<file path="src/rtl/fwft_chain_pkg.sv">
package fwft_chain_pkg;

  // Address width for a memory of d entries (at least one bit).
  function automatic int unsigned addr_w(input int unsigned d);
    return (d <= 1) ? 1 : $clog2(d);
  endfunction

  // Width needed to count from 0 up to d inclusive.
  function automatic int unsigned cnt_w(input int unsigned d);
    return $clog2(d + 1);
  endfunction

endpackage

</file>
<file path="src/rtl/fwft_sdp_ram.sv">
module fwft_sdp_ram #(
  parameter int unsigned WIDTH = 16,
  parameter int unsigned DEPTH = 3,
  parameter int unsigned AW    = 2
) (
  input  logic             clk,
  input  logic             we,
  input  logic [AW-1:0]    waddr,
  input  logic [WIDTH-1:0] wdata,
  input  logic             re,
  input  logic [AW-1:0]    raddr,
  output logic [WIDTH-1:0] rdata
);

  logic [WIDTH-1:0] mem [DEPTH];

  // Simple dual-port array with registered read: block RAM friendly.
  always_ff @(posedge clk) begin
    if (we) mem[waddr] <= wdata;
    if (re) rdata <= mem[raddr];
  end

endmodule

</file>
<file path="src/rtl/fwft_stage.sv">
module fwft_stage
  import fwft_chain_pkg::*;
#(
  parameter int unsigned WIDTH = 16,
  parameter int unsigned DEPTH = 4
) (
  input  logic             clk,
  input  logic             rst,
  input  logic             wen_n,
  input  logic [WIDTH-1:0] din,
  output logic             ir_n,
  input  logic             ren_n,
  output logic [WIDTH-1:0] dout,
  output logic             or_n
);

  // One word lives in the output register, the rest in the array.
  localparam int unsigned MEM = DEPTH - 1;
  localparam int unsigned AW  = addr_w(MEM);
  localparam int unsigned CW  = cnt_w(MEM);

  logic [CW-1:0] count;
  logic [AW-1:0] wptr, rptr;
  logic          valid;
  logic          full, do_wr, do_rd, load;

  assign full  = (count == CW'(MEM));
  assign do_wr = !wen_n && !full;
  assign do_rd = !ren_n && valid;
  assign load  = (!valid || do_rd) && (count != '0);

  fwft_sdp_ram #(.WIDTH(WIDTH), .DEPTH(MEM), .AW(AW)) u_ram (
    .clk   (clk),
    .we    (do_wr),
    .waddr (wptr),
    .wdata (din),
    .re    (load),
    .raddr (rptr),
    .rdata (dout)
  );

  always_ff @(posedge clk) begin
    if (rst) begin
      count <= '0;
      wptr  <= '0;
      rptr  <= '0;
      valid <= 1'b0;
    end else begin
      if (do_wr) wptr <= (wptr == AW'(MEM - 1)) ? '0 : wptr + AW'(1);
      if (load)  rptr <= (rptr == AW'(MEM - 1)) ? '0 : rptr + AW'(1);
      if (do_wr && !load)      count <= count + CW'(1);
      else if (!do_wr && load) count <= count - CW'(1);
      if (load)       valid <= 1'b1;
      else if (do_rd) valid <= 1'b0;
    end
  end

  assign ir_n = full;
  assign or_n = !valid;

endmodule

</file>
<file path="src/rtl/fwft_chain.sv">
module fwft_chain #(
  parameter int unsigned WIDTH       = 16,
  parameter int unsigned STAGES      = 3,
  parameter int unsigned STAGE_DEPTH = 4
) (
  input  logic             clk,
  input  logic             rst,
  input  logic             wr_en_n,
  input  logic [WIDTH-1:0] wr_data,
  output logic             in_ready_n,
  input  logic             rd_en_n,
  output logic [WIDTH-1:0] rd_data,
  output logic             out_ready_n
);

  logic [WIDTH-1:0] dat [STAGES+1];
  logic             orn [STAGES];
  logic             irn [STAGES];

  assign dat[0] = wr_data;

  for (genvar k = 0; k < STAGES; k++) begin : g_stage
    logic wen_k, ren_k;
    if (k == 0) begin : g_head
      assign wen_k = wr_en_n;
    end else begin : g_link_in
      assign wen_k = orn[k-1];
    end
    if (k == STAGES - 1) begin : g_tail
      assign ren_k = rd_en_n;
    end else begin : g_link_out
      assign ren_k = irn[k+1];
    end

    fwft_stage #(.WIDTH(WIDTH), .DEPTH(STAGE_DEPTH)) u_stage (
      .clk   (clk),
      .rst   (rst),
      .wen_n (wen_k),
      .din   (dat[k]),
      .ir_n  (irn[k]),
      .ren_n (ren_k),
      .dout  (dat[k+1]),
      .or_n  (orn[k])
    );
  end

  assign in_ready_n  = irn[0];
  assign out_ready_n = orn[STAGES-1];
  assign rd_data     = dat[STAGES];

endmodule

</file>
<file path="config.mk">
export PLATFORM = sky130hd
export DESIGN_NAME = fwft_chain
export DESIGN_NICKNAME = d
export VERILOG_FILES = /design/src/rtl/fwft_chain_pkg.sv /design/src/rtl/fwft_sdp_ram.sv /design/src/rtl/fwft_stage.sv /design/src/rtl/fwft_chain.sv
export SDC_FILE = /design/constraint.sdc
export NUM_CORES = 1
export LEC_CHECK = 0
export BUFFER_PORTS_ARGS = -buffer_cell sky130_fd_sc_hd__buf_2
export CORE_MARGIN = 8
export CORE_UTILIZATION = 40
export DETAILED_ROUTE_END_ITERATION = 16
export PLACE_DENSITY_LB_ADDON = 0.05
export SETUP_SLACK_MARGIN = 0.15
export SLEW_MARGIN = 30
export SYNTH_ARGS = -nofsm -noshare
export SYNTH_HDL_FRONTEND = slang
export SYNTH_HIERARCHICAL = 1
export SYNTH_SLANG_ARGS = --single-unit
</file>
<file path="constraint.sdc">
create_clock -name clk -period 6.6 [get_ports clk]
set_input_delay 0.99 -clock clk [delete_from_list [all_inputs] [get_ports clk]]
set_output_delay 0.99 -clock clk [all_outputs]
set_load 0.01 [all_outputs]
</file>
---- Yosys cells after proc, flatten, opt, wreduce, memory -nomap -nowiden ----
Memories as Yosys holds them, arrays and structs flattened. A register that Yosys moved wholly into a read port is not among the register bits.
Index checks and enable logic that the tools add are counted.
word-level totals
  flip-flop bits (word level) ............. 21
  bits in latches ......................... 0
  RAM bits ................................ 144
  ROM bits ................................ 0
  logic and storage cells ................. 99
  memories kept ........................... 3
cells by class
  add/subtract/negate cells ............... 12
  multipliers ............................. 0
  divide/modulo/power cells ............... 0
  order comparisons ....................... 0
  equal/unequal tests ..................... 9
  shift-type cells ........................ 0
  mux-type cells .......................... 24
  bitwise logic cells ..................... 0
  reduce and logical (&&, ||, !) cells .... 39
memory list
  memory                        words  bits a word  rd ports  clocked after Yosys merged registers in  write ports  RTL line            RTL
  g_stage[0].u_stage.u_ram.mem  3      16           1         1                                        1            fwft_sdp_ram.sv:15  logic [WIDTH-1:0] mem [DEPTH];
  g_stage[1].u_stage.u_ram.mem  3      16           1         1                                        1            fwft_sdp_ram.sv:15
  g_stage[2].u_stage.u_ram.mem  3      16           1         1                                        1            fwft_sdp_ram.sv:15
operators by type and width
  kind                                              number
  two-way mux 2 bit                                 12
  adder 2 x 1 -> 2 bit, second input constant       9
  equality test 2 bit, second input constant        9
  nonzero test 2 bit                                9
  logical NOT 1 bit                                 14
  logical AND 1 bit                                 13
  two-way mux 1 bit                                 12
  subtractor 2 x 1 -> 2 bit, second input constant  3
  logical OR 1 bit                                  3

---- Depth between registers and ports, before layout ----
Gate-level depths: netlist (run 1).
  depth after elaboration ................. 8
  gate-level depth with buffers ........... 7
  gate-level depth less buffers ........... 7

---- Hierarchy ----
Netlist (run 1), hierarchy kept.
modules (own cells, without submodules)
  module        times used  cells each  area each (um^2)  seq. area each (um^2)
  fwft_sdp_ram  3           120         2292.2            1921.8
  fwft_stage    3           34          302.8             140.1

---- Least setup slack after synthesis (run 1) ----
OpenSTA, ideal clock, no wires.
  path type ............................... input -> register
  from .................................... in wr_en_n
  to ...................................... mem g_stage[0].u_stage.u_ram.mem[0][0] (enable)
  arrival ................................. 2576 ps
  path slack .............................. 3611 ps
  stages .................................. 2
  path through ............................ a21oi_1 > nor3b_1
on the way
  word-level cells in the longest chain between the ends .. 4
RTL lines
  element                                  RTL line            RTL
  start: declaration                       fwft_chain.sv:8     input logic wr_en_n,
  logical NOT 1 bit                        fwft_stage.sv:28    assign do_wr = !wen_n && !full;
  logical AND 1 bit                        fwft_stage.sv:28
  two-way mux 1 bit                        fwft_sdp_ram.sv:19  if (we) mem[waddr] <= wdata;
  two-way mux 1 bit (not written as such)  fwft_sdp_ram.sv:19
  end: declaration                         fwft_sdp_ram.sv:15
Every way passes these cells.

---- Worst setup path after layout (run 1) ----
  from .................................... reg g_stage[0].u_stage.count[0]
  to ...................................... out in_ready_n
on the way
  word-level cells in the longest chain between the ends .. 1
RTL lines
  element                   RTL line          RTL
  start: declaration        fwft_stage.sv:22  logic [CW-1:0] count;
  start signal: assignment  fwft_stage.sv:51  if (do_wr && !load) count <= count + CW'(1);
  start signal: assignment  fwft_stage.sv:52  else if (!do_wr && load) count <= count - CW'(1);
  equality test 2 bit       fwft_stage.sv:27  assign full = (count == CW'(MEM));
  end: declaration          fwft_chain.sv:10  output logic in_ready_n,
Every way passes these cells.

==> out/results.txt, run 1 <==
status = completed
largest net degree at the start of global routing = 36
H-tree Lvls = 1
RSZ-0062 raised after global routing = no
Hold-fix buffers, CTS = 0
Final period util = 34.2%
setup_tns = 0 ns
n_diodes = 0
Final Cell Area = 0.00891 sq mm
Starting Density = 40.4%
clock buffer depth = 3
sw power = 1.08 mW
critical path class = reg2out
Max-slew headroom = 43.0%
Post-Route WL = 11300 um
Max-Cap Viols = 0
largest area contributor in the netlist = edfxtp_1
row cnt = 51
CP startpoint kind = register
global-route wire length before repair = 18300 um
clk_skew = 0.00804 ns
total gr overflow = 0
Final Max Tran Viols = 0
P_leak = 2.96 nW
hold path depth = 0
CTS resizes = 0
top cells by area, synth = edfxtp_1 (74%), mux2i_1 (6.9%), dfxtp_1 (5.4%)
pwr/cell area = 450 mW/mm^2
Hold WS = 0.467 ns
clock-pin slew on the worst setup and hold paths = 0.06 ns
hpwl dp = 6800 um
EDFF count, synth = 192
DRT iter0 DRCs = 184
switching share of power = 26.9%
Slew @ Worst Pin = 0.855 ns
placed inst area = 0.00821 sq mm
list of most frequent post-synthesis cells = edfxtp_1 (192), mux2i_1 (54), nand2_1 (51), o21ai_1 (30), o21ai_0 (24)
Critical Path RT = 5.61 ns
cell area after synthesis = 0.00778 sq mm
number of global-route vias before repair = 3630
HP Class = reg2reg
# port buffers = 37
Final nets = 535
routed vias/inst = 4.53
area of the die = 0.0242 sq mm
DR DRC count = 0
Pint = 2.93 mW
synthesized area per cell = 16.9 sq um
CTS tree = yes
final setup violation count = 0
cts bufs inserted = 23
clk_lat worst skew = 0.49 ns
FF+latch count, synth = 213
Worst R2R Path Depth = 2
FFs w/ async S/R, synth = 0%
crit path DAT = 1.27 ns
fin crit period = 2.26 ns
FMAX = 443 MHz
boundary pin count = 38
syn_nets = 485
Final Hold Vio Count = 0
die width = 156 um
warning count from the yosys run = 6
Avg WL per Cell = 14.3 um
Seq pwr share = 55.6%
Peak VDD IR = 221 uV
core area = 0.0193 sq mm
height of the die = 156 um
Routed Antenna Nets = 0
post-synthesis sequential area ratio = 79.5%
kind of end point of the critical path = primary output
setup bufs post-CTS = 0
post-layout util = 46.2%
CTS sink count = 213
Syn Inst Count = 462
DR pass1 iterations = 4
initial antenna violation count = 0
GPL Wtd Cong = 0.671
GRT Resource Usage Total = 9.49%
crit-path max FO = 6
Comb pwr share = 15.5%
post-synth cell types = 22
Syn-to-layout area delta = 14.4%
count leader, synth = edfxtp_1
root buffer cell = clkbuf_16
share of the synthesized area in the top cell type = 74.1%
layout cell share with drive strength beyond 1 = 16.6%
prevailing post-synth register cell = edfxtp_1
Vias = 3596
Clk pwr share = 28.9%
worst max-delay path, stage by stage, from the launching register on:
cell and delay (ns):
dfxtp_1 0.45, and2_2 0.19, buf_2 0.12
final timing paths:
| kind | to | startpoint | slack (ns) |
|---|---|---|---|
| min reg2reg | g_stage[1].u_stage/u_ram/mem[0][6]$_DFFE_PP_ | g_stage[0].u_stage/u_ram/rdata[6]$_DFFE_PP_ | 0.47 |
| max | in_ready_n | g_stage[0].u_stage/count[0]$_SDFFE_PP0P_ | 4.34 |
| max reg2reg | g_stage[0].u_stage/u_ram/mem[2][7]$_DFFE_PP_ | g_stage[0].u_stage/count[0]$_SDFFE_PP0P_ | 4.66 |
| min | g_stage[1].u_stage/u_ram/mem[0][6]$_DFFE_PP_ | g_stage[0].u_stage/u_ram/rdata[6]$_DFFE_PP_ | 0.47 |
cells in the final DEF, fill, tap and decap left out:
master / Yosys / routed
a21oi_1: 15 / 15
and2_2: 3 / 3
and3b_1: 6 / 6
buf_2: 6 / 37
buf_4: 0 / 3
clkbuf_1: 3 / 6
clkbuf_16: 0 / 24
clkbuf_8: 0 / 1
clkinv_1: 0 / 3
clkinv_2: 0 / 6
clkinvlp_4: 0 / 1
dfxtp_1: 21 / 15
dfxtp_2: 0 / 6
edfxtp_1: 192 / 192
ha_1: 3 / 3
inv_1: 6 / 6
inv_6: 0 / 1
mux2i_1: 54 / 54
nand2_1: 51 / 51
nand2b_1: 3 / 3
nand3b_1: 6 / 6
nor2_1: 18 / 18
nor3b_2: 0 / 3
o21ai_0: 24 / 24
o21ai_1: 30 / 30
o21ai_2: 3 / 3
or3_1: 3 / 3
xor2_1: 6 / 6
power by group through the flow:
| stage | Clock (mW) | Sequential (mW) | Combinational, mW |
|---|---|---|---|
| 2_1_floorplan | 0 | 2.14 | 0.568 |
| 3_3_place_gp | 0 | 2.25 | 0.633 |
| 3_5_place_dp | 0 | 2.27 | 0.641 |
| 4_1_cts | 1.20 | 2.24 | 0.642 |
| 5_1_grt | 1.25 | 2.28 | 0.711 |
| 6_report | 1.16 | 2.23 | 0.623 |
state kept, by name, summed over array words and instances (netlist names):
signal	cells
g_stage.u_stage/u_ram/mem	144
g_stage.u_stage/u_ram/rdata	48
g_stage.u_stage/count	6
g_stage.u_stage/rptr	6
g_stage.u_stage/wptr	6
g_stage.u_stage/valid	3
stage by stage:
step / setup slack, ns / cells / total power, mW
floorplan: 3.61 / 462 / 2.70
global placement: 3.96 / 752 / 2.88
detailed placement: 3.92 / 752 / 2.91
CTS: 4.31 / 794 / 4.08
global route: 4.28 / 794 / 4.24
finish: 4.34 / 794 / 4.01
metal layers:
metal	part of all wire, %	wire, um	global-route usage (%)
met2	48	5410	16.6
met1	44	5030	11.1
met3	4.9	550	2.33
met4	3.1	350	3.65
met5	0	0	0
kinds of logic after synthesis:
kind of cell	count (synthesis)	synth area share, %
flops	213	79.5
simple gates	93	5.64
compound gates	72	4.77
mux	54	6.94
buf+inv	21	2.03
xor+xnor	6	0.675
fa+ha+maj	3	0.482
cell type report:
| type | instances | area [sq um] |
|---|---|---|
| Timing Repair Buffer | 40 | 208 |
| Inverter | 6 | 22.5 |
| Clock inverter | 11 | 57.6 |
| Clock buffer | 31 | 637 |
| Fill cell | 1716 | 10400 |
| Multi-Input combinational cell | 228 | 1460 |
| Sequential cell | 213 | 6190 |
| Tap cell | 265 | 332 |
No activity file was read; power rests on OpenSTA's default activity.
==> run 2: changes to the inputs <==
clock period = 1.8 ns   (was 6.6 ns; I/O delays follow)
==> out/results.txt, run 2 (same netlist as run 1, synthesis figures left out) <==
Final nets = 567 (was 535)
Routed Antenna Nets = 0 (unchanged)
setup_tns = 0 ns (unchanged)
FILL cells = 1678 (was 1716)
# port buffers = 37 (unchanged)
HP Class = in2reg (was reg2reg)
row cnt = 51 (unchanged)
total gr overflow = 0 (unchanged)
layout cell share with drive strength beyond 1 = 18.7% (was 16.6%)
core area = 0.0193 sq mm (unchanged)
height of the die = 156 um (unchanged)
status = completed (unchanged)
number of flip-flops in the largest register = 144 (unchanged)
RSZ-0062 raised after global routing = yes (was no)
Slew @ Worst Pin = 0.427 ns (was 0.855 ns)
Final Hold Vio Count = 0 (unchanged)
Avg WL per Cell = 14.2 um (was 14.3 um)
CTS tree = yes (unchanged)
Most flops, register = g_stage.u_stage/u_ram/mem (unchanged)
CTS sink count = 213 (unchanged)
Critical Path RT = 2.23 ns (was 5.61 ns)
GRT Resource Usage Total = 9.69% (was 9.49%)
H-tree Lvls = 1 (unchanged)
boundary pin count = 38 (unchanged)
area of the die = 0.0242 sq mm (unchanged)
crit path DAT = 2.02 ns (was 1.27 ns)
commonest non-fill, non-tap cell in the layout = edfxtp_1 (unchanged)
DR pass1 iterations = 4 (unchanged)
Max-Cap Viols = 0 (unchanged)
number of global-route vias before repair = 3685 (was 3630)
critical path class = reg2reg (was reg2out)
commonest non-fill, non-tap cells in the layout = edfxtp_1 (192), mux2i_1 (54), nand2_1 (49) (was edfxtp_1 (192), mux2i_1 (54), nand2_1 (51))
fin crit period = 1.59 ns
Starting Density = 40.4% (unchanged)
routed vias/inst = 4.53 (about the same)
cts bufs inserted = 23 (unchanged)
clock buffer depth = 3 (unchanged)
Hold WS = 0.0791 ns (was 0.467 ns)
initial antenna violation count = 0 (unchanged)
crit-path max FO = 6 (unchanged)
die width = 156 um (unchanged)
Max-slew headroom = 71.5% (was 43.0%)
Peak VDD IR = 675 uV (was 221 uV)
Syn-to-layout area delta = 19.2% (was 14.4%)
Post-Route WL = 11700 um (was 11300 um)
clk_skew = 0.0115 ns (was 0.00804 ns)
pwr/cell area = 1630 mW/mm^2 (was 450 mW/mm^2)
clk_lat worst skew = 0.49 ns (about the same)
largest net degree at the start of global routing = 36 (unchanged)
global-route wire length before repair = 18800 um (was 18300 um)
kind of end point of the critical path = register (was primary output)
n_diodes = 0 (unchanged)
root buffer cell = clkbuf_16 (unchanged)
Regs by FF count = g_stage.u_stage/u_ram/mem: 144 flops, g_stage.u_stage/u_ram/rdata: 48 flops (unchanged)
final setup violation count = 0 (unchanged)
Final period util = 88.4%
clock-pin slew on the worst setup and hold paths = 0.06 ns (about the same)
GPL Wtd Cong = 0.653 (was 0.671)
DR DRC count = 0 (unchanged)
Vias = 3738 (was 3596)
Final Max Tran Viols = 0 (unchanged)
CP startpoint kind = register (unchanged)
FMAX = 629 MHz
hpwl dp = 6860 um (was 6800 um)
DRT iter0 DRCs = 173 (was 184)
P_leak = 3.13 nW (was 2.96 nW)
## run 2: repair_timing
item,in CTS,in global routing
hold buffers,16,0
resized for setup,1,7
pin swaps,0,2
hold endpoints to repair,48,0
endpoints found under the setup margin,1,2
setup buffers,0,0
## run 2: power breakdown
part           switching (mW)  leakage [nW]  internal (mW)
Sequential              0.516          1.95           7.22
Clock                    1.74         0.348           2.64
Combinational            1.79         0.830           1.26
Total                    4.04          3.13           11.1
## run 2: area by class of cell
cell class | count | area, sq um | area share, %
timing repair buffer | 72 | 526 | 5.66
clock buffer | 31 | 606 | 6.53
multi-input combinational | 228 | 1500 | 16.1
sequential | 213 | 6190 | 66.7
clock inverter | 11 | 104 | 1.12
tap | 265 | 332 | 3.57
inverter | 6 | 22.5 | 0.243
## run 2: per-stage QoR
stage | power [mW] | utilization, % | instances | area [sq um] | worst slack [ns]
after floorplan | 9.96 | - | 462 | 7830 | 0.256
after global placement | 10.8 | 43.5 | 768 | 8390 | 0.205
after detailed placement | 10.9 | 43.5 | 768 | 8390 | 0.128
after CTS | 15.4 | 48.1 | 826 | 9260 | 0.168
after global routing | 16.0 | 48.1 | 826 | 9280 | 0.138
final | 15.2 | 48.1 | 826 | 9280 | 0.209
## run 2: worst max-delay path: stages (launching register included)
cell	delay, ns
dfxtp_4	0.37
and2_2	0.20
nand2_2	0.08
o21ai_2	0.06
ha_2	0.18
xor2_1	0.15
or3_1	0.37
a21oi_2	0.11
## run 2: per-layer routing
metal	share of wire [%]	track usage, %	vias up
met2	48	16.9	66
met1	44	11.5	1751
li1	-	-	1897
met5	0	0	-
met4	2.8	3.19	0
met3	4.7	2.39	24
## run 2: final timing paths
kind	from	endpoint	slack, ns	depth (start not counted)
worst min register to register	g_stage[0].u_stage/u_ram/rdata[1]$_DFFE_PP_	g_stage[1].u_stage/u_ram/mem[0][1]$_DFFE_PP_	0.46	0
worst max register to register	g_stage[1].u_stage/count[0]$_SDFFE_PP0P_	g_stage[0].u_stage/count[1]$_SDFFE_PP0P_	0.21	7
worst min-delay path	rd_en_n	g_stage[2].u_stage/valid$_SDFFE_PP0P_	0.08	3
worst max-delay path	g_stage[1].u_stage/count[0]$_SDFFE_PP0P_	g_stage[0].u_stage/count[1]$_SDFFE_PP0P_	0.21	7
